### config.mk
export PLATFORM = sky130hd
export DESIGN_NAME = flash_status_reg
export DESIGN_NICKNAME = d
export VERILOG_FILES = /design/src/rtl/fsr_pkg.sv /design/src/rtl/fsr_fault_flags.sv /design/src/rtl/fsr_cmd_ctrl.sv /design/src/rtl/fsr_snapshot.sv /design/src/rtl/flash_status_reg.sv
export SDC_FILE = /design/constraint.sdc
export NUM_CORES = 1
export LEC_CHECK = 0
export ABC_CLOCK_PERIOD_IN_PS = 2150
export BUFFER_PORTS_ARGS = -buffer_cell sky130_fd_sc_hd__buf_4
export CAP_MARGIN = 20
export CORE_AREA = 2 2 39 41
export CTS_BUF_LIST = sky130_fd_sc_hd__clkbuf_4
export CTS_CLUSTER_SIZE = 20
export DETAILED_ROUTE_END_ITERATION = 6
export DIE_AREA = 0 0 41 43
export GPL_ROUTABILITY_DRIVEN = 0
export PLACE_DENSITY = 0.81
export SLEW_MARGIN = 10
export SYNTH_ARGS = -nofsm -noshare
export SYNTH_HDL_FRONTEND = slang
export SYNTH_SLANG_ARGS = --single-unit
### constraint.sdc
create_clock -name clk -period 2.15 [get_ports clk]
set_input_delay 0.1075 -clock clk [delete_from_list [all_inputs] [get_ports clk]]
set_output_delay 0.1075 -clock clk [all_outputs]
set_load 0.01 [all_outputs]
### src/rtl/fsr_pkg.sv
package fsr_pkg;
  localparam int CMD_W  = 3;
  localparam int SRC_W  = 2;
  localparam int N_FLT  = 2;
  localparam int N_OP   = 3;
  localparam int FLT_PROG  = 0;
  localparam int FLT_ERASE = 1;

  typedef enum logic [CMD_W-1:0] {
    CMD_RD_ARRAY   = 3'd0,
    CMD_RD_STATUS  = 3'd1,
    CMD_CLR_STATUS = 3'd2,
    CMD_PAGE_PROG  = 3'd3,
    CMD_SECT_ERASE = 3'd4,
    CMD_CHIP_ERASE = 3'd5,
    CMD_RD_ID      = 3'd6,
    CMD_NONE       = 3'd7
  } cmd_e;

  typedef enum logic [SRC_W-1:0] {
    SRC_ARRAY  = 2'd0,
    SRC_STATUS = 2'd1,
    SRC_ID     = 2'd2
  } src_e;
endpackage

### src/rtl/fsr_fault_flags.sv
module fsr_fault_flags #(
  parameter int N = 2
) (
  input  logic         clk,
  input  logic         rst,
  input  logic [N-1:0] fail_set,
  input  logic         clr,
  output logic [N-1:0] flags_q,
  output logic         blocked
);
  // each flag: set has priority over clear so a fault is never lost
  for (genvar i = 0; i < N; i++) begin : g_flag
    always_ff @(posedge clk) begin
      if (rst)              flags_q[i] <= 1'b0;
      else if (fail_set[i]) flags_q[i] <= 1'b1;
      else if (clr)         flags_q[i] <= 1'b0;
    end
  end

  assign blocked = |flags_q;
endmodule

### src/rtl/fsr_cmd_ctrl.sv
module fsr_cmd_ctrl
  import fsr_pkg::*;
#(
  parameter int NOP = N_OP
) (
  input  logic             clk,
  input  logic             rst,
  input  logic             cmd_valid,
  input  logic [CMD_W-1:0] cmd_code,
  input  logic             blocked,
  output logic             clr_stb,
  output logic [SRC_W-1:0] src_q,
  output logic [NOP-1:0]   op_start_q
);
  logic [NOP-1:0] op_req;
  logic           is_op;

  always_comb begin
    op_req = '0;
    is_op  = 1'b0;
    if (cmd_valid) begin
      unique case (cmd_e'(cmd_code))
        CMD_PAGE_PROG:  begin op_req[0] = 1'b1; is_op = 1'b1; end
        CMD_SECT_ERASE: begin op_req[1] = 1'b1; is_op = 1'b1; end
        CMD_CHIP_ERASE: begin op_req[2] = 1'b1; is_op = 1'b1; end
        default: ;
      endcase
    end
  end

  assign clr_stb = cmd_valid && (cmd_e'(cmd_code) == CMD_CLR_STATUS);

  always_ff @(posedge clk) begin
    if (rst) op_start_q <= '0;
    else     op_start_q <= blocked ? '0 : op_req;
  end

  always_ff @(posedge clk) begin
    if (rst) begin
      src_q <= SRC_ARRAY;
    end else if (is_op) begin
      src_q <= SRC_STATUS;
    end else if (cmd_valid) begin
      case (cmd_e'(cmd_code))
        CMD_RD_ARRAY:  src_q <= SRC_ARRAY;
        CMD_RD_STATUS: src_q <= SRC_STATUS;
        CMD_RD_ID:     src_q <= SRC_ID;
        default:       src_q <= src_q;
      endcase
    end
  end
endmodule

### src/rtl/fsr_snapshot.sv
module fsr_snapshot #(
  parameter int          STAT_W  = 8,
  parameter int          DATA_W  = 16,
  parameter logic [7:0]  RST_VAL = 8'h80
) (
  input  logic              clk,
  input  logic              rst,
  input  logic              ce_n,
  input  logic              oe_n,
  input  logic [STAT_W-1:0] live,
  output logic [DATA_W-1:0] stat_q
);
  localparam int PAD_W = DATA_W - STAT_W;

  logic rd_act, rd_prev, rd_start;

  assign rd_act   = !ce_n && !oe_n;
  assign rd_start = rd_act && !rd_prev;

  always_ff @(posedge clk) begin
    if (rst) rd_prev <= 1'b0;
    else     rd_prev <= rd_act;
  end

  always_ff @(posedge clk) begin
    if (rst)           stat_q <= {{PAD_W{1'b0}}, RST_VAL};
    else if (rd_start) stat_q <= {{PAD_W{1'b0}}, live};
  end
endmodule

### src/rtl/flash_status_reg.sv
module flash_status_reg
  import fsr_pkg::*;
#(
  parameter int DATA_W = 16,
  parameter int STAT_W = 8
) (
  input  logic             clk,
  input  logic             rst,
  input  logic             cmd_valid,
  input  logic [2:0]       cmd_code,
  input  logic             wsm_busy,
  input  logic             wsm_erase_suspended,
  input  logic             wsm_erase_fail,
  input  logic             wsm_prog_fail,
  input  logic             sect_prot,
  input  logic             host_ce_n,
  input  logic             host_oe_n,
  output logic [15:0]      stat_q,
  output logic [1:0]       rd_src,
  output logic [2:0]       op_start,
  output logic             prog_erase_blocked
);
  logic [N_FLT-1:0]  flt_q;
  logic [N_FLT-1:0]  flt_set;
  logic              clr_stb;
  logic [STAT_W-1:0] live;

  assign flt_set[FLT_PROG]  = wsm_prog_fail;
  assign flt_set[FLT_ERASE] = wsm_erase_fail;

  // status byte: ready, suspended, erase fail, program fail, protect, 3 zeros
  assign live = {!wsm_busy, wsm_erase_suspended, flt_q[FLT_ERASE],
                 flt_q[FLT_PROG], sect_prot, 3'b000};

  fsr_fault_flags #(.N(N_FLT)) u_flags (
    .clk(clk), .rst(rst), .fail_set(flt_set), .clr(clr_stb),
    .flags_q(flt_q), .blocked(prog_erase_blocked)
  );

  fsr_cmd_ctrl #(.NOP(N_OP)) u_cmd (
    .clk(clk), .rst(rst), .cmd_valid(cmd_valid), .cmd_code(cmd_code),
    .blocked(prog_erase_blocked), .clr_stb(clr_stb),
    .src_q(rd_src), .op_start_q(op_start)
  );

  fsr_snapshot #(.STAT_W(STAT_W), .DATA_W(DATA_W), .RST_VAL(8'h80)) u_snap (
    .clk(clk), .rst(rst), .ce_n(host_ce_n), .oe_n(host_oe_n),
    .live(live), .stat_q(stat_q)
  );
endmodule

# [Yosys cells after proc, flatten, opt, wreduce, memory -nomap -nowiden]
# Index checks and enable logic that the tools add are counted.
[op_classes] add_sub_neg=0 mux=11 n_div=0 shift=0 reduce_logical=19 mul=0 n_eq_ne=6 bitwise_logic=1 magnitude_cmp=0
[ops] operator="$mux W1" count=10
[ops] operator="$eq A3 B3 Y1 const B" count=3
[ops] operator="$eq A3 B2 Y1 const B" count=2
[ops] operator="$pmux W2 S3" count=1
[ops] operator="$reduce_bool A2 Y1" count=3
[ops] operator="$logic_not A1 Y1" count=4
[ops] operator="$reduce_and A2 Y1" count=2
[ops] operator="$reduce_bool A4 Y1" count=1
[ops] operator="$reduce_or A2 Y1" count=2
[ops] operator="$reduce_or A4 Y1" count=1
[ops] operator="$eq A3 B1 Y1 const B" count=1
[ops] operator="$logic_and A1 B1 Y1" count=3
[ops] operator="$logic_not A3 Y1" count=1
[ops] operator="$reduce_bool A3 Y1" count=1
[ops] operator="$reduce_or A3 Y1" count=1
[ops] operator="$not A1 Y1" count=1
[word_totals] out_inout_bits=22 latchBits=0 ff_bits=13 ram_bits=0 memories=0 inputBits=13 word_cells=44 romBits=0

# [Depth between registers and ports, before layout]
# Gate-level depths: netlist of the first run.
[logic_depth] depth_word=6 depth_mapped=3 depth_no_buf=3

# [Modules after synthesis]
# A second synthesis of the first run with hierarchy kept.
[unflattened] hier_cells=82 area_unflattened_um2=744.5
[modules_own_cells] module="fsr_snapshot" n_inst=1 area_each_um2=460.4 cells_per_inst=48 seq_area_each_um2=180.2
[modules_own_cells] module="fsr_cmd_ctrl" n_inst=1 area_each_um2=200.2 cells_per_inst=23 seq_area_each_um2=100.1
[modules_own_cells] module="fsr_fault_flags" n_inst=1 area_each_um2=76.3 cells_per_inst=9 seq_area_each_um2=40.0
[modules_own_cells] module="flash_status_reg" n_inst=1 area_each_um2=7.5 cells_per_inst=2 seq_area_each_um2=0.0

# [Worst setup path after synthesis of the first run]
# OpenSTA, ideal clock, no wires.
[synth_path] path_type="flip-flop to flip-flop" from="register u_snap.rd_prev" to="register u_snap.stat_q[3]" arrival_time_ps=869 setup_slack_ps=1153 n_path_buf=0 setup_time_ps=128 required_time_ps=2022 period_less_slack_ps=997 path_stages_with_launch=4 cell_sequence="dfxtp_1 > nor3_2 > mux2i_1 > nor2_1"
[synth_between] elab_chain_cells=2
[synth_lines] element="from (decl)" line="fsr_snapshot.sv:15" text="logic rd_act, rd_prev, rd_start;"
[synth_lines] element="from (signal assigned)" line="fsr_snapshot.sv:22" text="else rd_prev <= rd_act;"
[synth_lines] element="$logic_not A1 Y1" line="fsr_snapshot.sv:18" text="assign rd_start = rd_act && !rd_prev;"
[synth_lines] element="$logic_and A1 B1 Y1" line="fsr_snapshot.sv:18"
[synth_lines] element="to (signal assigned)" line="fsr_snapshot.sv:26" text="if (rst) stat_q <= {{PAD_W{1'b0}}, RST_VAL};"
[synth_lines] element="to (signal assigned)" line="fsr_snapshot.sv:27" text="else if (rd_start) stat_q <= {{PAD_W{1'b0}}, live};"
[synth_lines] element="to (decl)" line="fsr_snapshot.sv:11" text="output logic [DATA_W-1:0] stat_q"
# Every way passes these cells.
# A chain may end at the register's enable or synchronous reset.

# [Worst setup path in the final report of the first run]
[layout_path] from="input port host_oe_n" to="register u_snap.stat_q[5]"
[layout_between] elab_chain_cells=3
[layout_lines] element="from (decl)" line="flash_status_reg.sv:17" text="input logic host_oe_n,"
[layout_lines] element="$logic_not A1 Y1" line="fsr_snapshot.sv:17" text="assign rd_act = !ce_n && !oe_n;"
[layout_lines] element="$logic_and A1 B1 Y1" line="fsr_snapshot.sv:17"
[layout_lines] element="$logic_and A1 B1 Y1" line="fsr_snapshot.sv:18"
# Every way passes these cells.

==> reports/results.ini, run 1 <==
[yosys]
ys_seq_area_share_pct=44.3
synth-simple-area-share_pct=26.4
synth_ff_type=dfxtp_1
synth_cells=62
synth-compound-area-share_pct=6.40
synth_top_family_by_area=simple AND/OR/NAND/NOR gates
synthArstFlopShare_pct=0
yosysWarnings=0
syn_area_sq_um=587
synth_edf_count=0
yosys_register_bits=13
synth_mux_area_share_pct=6.82
synth_area_per_cell_sq_um=9.46
synth_adder_area_share_pct=0
synth-xor-area-share_pct=0
synthDistinctLibCells=23

[critical_path]
crit_chain=dlygate4sd3_1 -> buf_4 -> nor3_2 -> mux2i_1 -> nor2_1
crit_buf_inv=2
max_stage_delay_ps=540
crit_cells=5
rrSetupSlack_ps=1060
critPathTopFamily=buffers and inverters
arrival_ps=1540
r2r-start=u_snap.rd_prev
critical_path_class=input pin to flop
r2r_cells=3
cp-startpoint=host_oe_n
cp.required_ps=2320
crit_slowest_cell=dlygate4sd3_1
end_kind=flop
start_kind=input pin
cp_max_fo=6
timing.rr.end=u_snap.stat_q[5]
endpoint=u_snap.stat_q[5]

[drt]
avgRoutedWirePerCell_um=10.5
firstDrtPassIters=4
vias_per_cell=4.66
ant_nets=0
vias=489
finalWirelength_um=1110
drtIter0Drc=14
drc=0

[global_routing]
first_global_vias=460
grt_usage_pct=14.7
overflow=0
antenna_found_initial=0
grt_max_degree=13
grt_pass1_wl_um=1730

[finish]
instances_no_fill=105
antenna_cells=0
nNetsFinal=103
layout-drive-gt1-share_pct=36.0
syn_to_final_growth_pct=33.0

[floorplan]
core_region_area_sq_mm=0.00138
std_cell_rows=14
initial_core_util_pct=42.4
fp.dieArea_sq_mm=0.00176
io_pins=35
fp.dieW_um=41
die_y_um=43

[power]
power_frac_seq_pct=51.7
p_sw_w=0.000121
p_int_w=0.000376
comb_power_share_pct=16.2
ir_drop_mv=0.244
leakagePower_nw=0.352
p_sw_share_pct=24.3
p_clk_share_pct=32.1
power_density_mw_per_mm2=637

[clock_tree]
htreeDepth=1
post-cts-setup-buffer-count=0
clock_path_buffers=2
clock_latency_ps=270
cts_buffers=3
path_clk_slew_ps=70
cts_tree=yes
clockRootBuffer=clkbuf_4
cts.sink_count=13

[sta]
fmax_mhz=731
rsz0062_at_grt=false
finalHoldViolCount=0
hold_slack_ps=43.7
slew_headroom_pct=66.9
skew_ps=1.37
worst_pin_slew_ps=494
fin_crit_sh_pct=63.6
finalSetupTns_ps=0
finalMaxSlewViolations=0
period_minus_slack_ps=1370
setup_viol=0

[job]
cap_violations=0

[min_path]
hp-start=wsm_erase_fail
min_path_type=input pin to flop

[place]
dp.final_hpwl_um=827
portBuffers=23
dp_cells=99

[outcome]
status=complete, no violations

worst register-to-register path, stage by stage, from the launching register on:
cell and delay (ps):
dfxtp_1 310, nor3_2 380, mux2i_1 250, nor2_1 50
layer usage:
| layer | up-vias | routed length, um | track usage (%) | part of all wire [%] |
|---|---|---|---|---|
| met3 | 5 | 128 | 3.14 | 12 |
| met5 | - | 0 | 0 | 0 |
| li1 | 243 | - | - | - |
| met2 | 27 | 511 | 23.4 | 46 |
| met4 | 0 | 40 | 12.0 | 3.6 |
| met1 | 214 | 426 | 15.3 | 38 |
cell type report:
type	instances	area [sq um]
fillers	143	603
multi-input cells	46	274
flip-flops and latches	13	260
repair buffers	25	193
clock buffers	4	30.0
well taps	16	20.0
inverters	1	3.75
power groups by stage:
stage	Combinational, W	Clock [W]	Sequential [W]
2_1_floorplan	0.0000503	0	0.000265
3_3_place_gp	0.0000766	0	0.000263
3_5_place_dp	0.0000784	0	0.000263
4_1_cts	0.0000811	0.000168	0.000257
5_1_grt	0.0000895	0.000177	0.000258
6_report	0.0000808	0.000159	0.000257
worst min-delay path by stage:
stage,endpoint,slack (ps),cells after the start
floorplan,u_cmd.op_start_q[1],180,1
global placement,u_snap.rd_prev,280,2
detailed placement,u_snap.rd_prev,290,2
CTS,u_cmd.op_start_q[2],30,2
global route,u_cmd.op_start_q[2],40,2
finish,u_flags.flags_q[1],40,3
placed cells by master (no fill, tap or decap), drive strengths merged:
cell type,n
dlygate4sd3,2
nor2b,1
or4b,1
o31ai,1
inv,1
nand4b,1
nand3,2
clkbuf,4
nand3b,2
mux2i,4
or2,2
nor3b,2
a21o,1
nor2,6
conb,11
nor3,4
nand2b,1
buf,23
dfxtp,13
nand2,2
nand4bb,1
a31oi,2
a21oi,2
cell families after synthesis:
group,Yosys count
simple gates,25
flops,13
buf+inv,13
compound gates,6
mux,4
other cells,1
Yosys cell counts (2+ instances only):
library cell	count	share of area, %
buf_4	11	14
nor3_2	2	3.4
nand2_1	2	1.3
a31oi_1	2	2.1
nor2_1	6	3.8
nor3_1	2	1.7
or2_2	2	2.1
nand3_1	2	1.7
nand3b_1	2	2.6
nor3b_1	2	2.6
mux2i_1	4	6.8
a21oi_1	2	1.7
dfxtp_1	13	44
stage by stage:
step           util, %  cell area (sq um)  total power (W)  worst slack, ps
2_1_floorplan        -                624         0.000315             1150
3_3_place_gp      52.8                731         0.000339             1100
3_5_place_dp      52.8                731         0.000341             1050
4_1_cts           56.4                781         0.000506              800
5_1_grt           56.4                781         0.000525              722
6_report          56.4                781         0.000497              783
what timing repair did:
item	4_1_cts	5_1_grt
resized for setup	0	0
setup endpoints to repair	0	0
hold buffers	2	0
hold endpoints to repair	1	0
state kept, by name (all words and copies together), names as in the netlist:
name / cells
u_snap.rd_prev: 1
u_cmd.op_start_q: 3
u_flags.flags_q: 2
u_snap.stat_q: 5
u_cmd.src_q: 2
Power figures use the tool's default switching activity.
==> run 2: changes to the inputs <==
ABC_CLOCK_PERIOD_IN_PS = 1100   (was 2150)
CORE_AREA = unset   (was 2 2 39 41)
CORE_MARGIN = 2   (was unset)
CORE_UTILIZATION = 39   (was unset)
DIE_AREA = unset   (was 0 0 41 43)
PLACE_DENSITY = 0.76   (was 0.81)
clock period = 1.1 ns   (was 2.15 ns; I/O delays follow)
==> reports/results.ini, run 2 (synthesized netlist as in run 1, its figures left out) <==
[job]
cap_violations=0

[sta]
finalHoldViolCount=0
layout_setup_ws_ps=48.9
fin_crit_sh_pct=95.6
setup_viol=0
period_minus_slack_ps=1050
rsz0062_at_grt=false
fmax_mhz=951
finalSetupTns_ps=0
skew_ps=8.25
finalMaxSlewViolations=0

[floorplan]
die_y_um=42.8
fp.dieW_um=42.8
io_pins=35
fp.dieArea_sq_mm=0.00183
core_region_area_sq_mm=0.00135
initial_core_util_pct=43.5
std_cell_rows=13

[global_routing]
overflow=0
grt_usage_pct=13.8
grt_pass1_wl_um=1890
grt_max_degree=13
antenna_found_initial=0
first_global_vias=461

[finish]
layout_commonest_cell=buf_4
instances_no_fill=108
nNetsFinal=107
fin_area_sq_um=821
antenna_cells=0
reg_top3=u_snap.stat_q x5, u_cmd.op_start_q x3
layout-drive-gt1-share_pct=36.6
mostFrequentLayoutCells=buf_4 (24), dfxtp_1 (12), conb_1 (11)
regMostFlops=u_snap.stat_q
largest_register_ffs=5
syn_to_final_growth_pct=39.9

[drt]
drtIter0Drc=8
vias_per_cell=4.81
vias=519
avgRoutedWirePerCell_um=10.8
finalWirelength_um=1160
firstDrtPassIters=4
ant_nets=0
drc=0

[clock_tree]
clockRootBuffer=clkbuf_4
cts_buffers=3
path_clk_slew_ps=70
clock_path_buffers=2
clock_latency_ps=270
cts_tree=yes
htreeDepth=1
cts.sink_count=13

[critical_path]
critical_path_class=flop to output port
max_stage_delay_ps=340
cp_max_fo=4
arrival_ps=1000
cp.required_ps=1040
critPathTopFamily=flip-flops
crit_slowest_cell=dfxtp_2
crit_chain=or2_4 -> buf_4
crit_buf_inv=1
start_kind=flop
end_kind=output port

[power]
power_density_mw_per_mm2=1210
power_frac_seq_pct=50.6
p_clk_share_pct=32.0
p_int_w=0.000748
comb_power_share_pct=17.4
p_sw_w=0.000248
p_sw_share_pct=24.9
leakagePower_nw=0.368
ir_drop_mv=0.717
power.total_w=0.000996

[outcome]
status=complete, no violations

[place]
placedInstanceArea_sq_um=737
portBuffers=23
dp.final_hpwl_um=809
dp_slack_ps=137
dp_cells=99

[min_path]
min_path_type=input pin to flop

## run 2: changes by cell type in the layout (fill, tap and decap cells not counted)
cell,before,now
or2_4,0,1
dfxtp_1,13,12
dlygate4sd3_1,2,5
dfxtp_2,0,1
or2_2,2,1
buf_4,23,24
## run 2: repair_timing
action,CTS,global route
hold endpoints to repair,4,0
buffers inserted,0,0
gates resized for setup,2,0
endpoints found under the setup margin,1,0
hold buffers,5,0
## run 2: per-layer routing
metal	GRT usage (%)	vias to the layer above	share of wire, %
li1	-	255	-
met1	16.2	232	44
met2	21.2	28	46
met3	2.98	4	7.1
met4	11.3	0	2.6
met5	0	-	0
## run 2: worst reg2reg max path: cells and delay by family, from the launching register on
family                 cells  cell delay, ps
DFF                        1             320
muxes                      1             200
buffers and inverters      1             170
and+or+nand+nor            2             180
## run 2: final timing paths
path                            from                   to  slack (ps)  cells past startpoint
setup / recovery  u_flags.flags_q[0]   prog_erase_blocked          50                      2
setup reg to reg      u_snap.rd_prev     u_snap.stat_q[6]         130                      4
hold / removal           cmd_code[2]  u_cmd.op_start_q[0]          20                      2
hold reg to reg       u_cmd.src_q[0]       u_cmd.src_q[0]         500                      2
## run 2: through the flow
stage | hold slack (ps) | util (%)
6_report | 15.7 | 60.8
3_3_place_gp | 231 | 54.6
5_1_grt | 10.6 | 60.8
3_5_place_dp | 235 | 54.6
2_1_floorplan | 124 | -
4_1_cts | 1.63 | 60.8
## run 2: power groups by stage
stage	Combinational [W]	Clock, W	Sequential [W]
finish	0.000173	0.000319	0.000504
global route	0.000188	0.000348	0.000506
CTS	0.000172	0.000321	0.000504
detailed placement	0.000156	0	0.000514
global placement	0.000155	0	0.000514
floorplan	0.0000983	0	0.000518
## run 2: final cells by class
type                    count  area (sq um)
clock buffers               4          30.0
fillers                   118           529
inverters                   1          3.75
multi-input cells          46           277
flip-flops and latches     13           262
well taps                  15          18.8
repair buffers             29           230
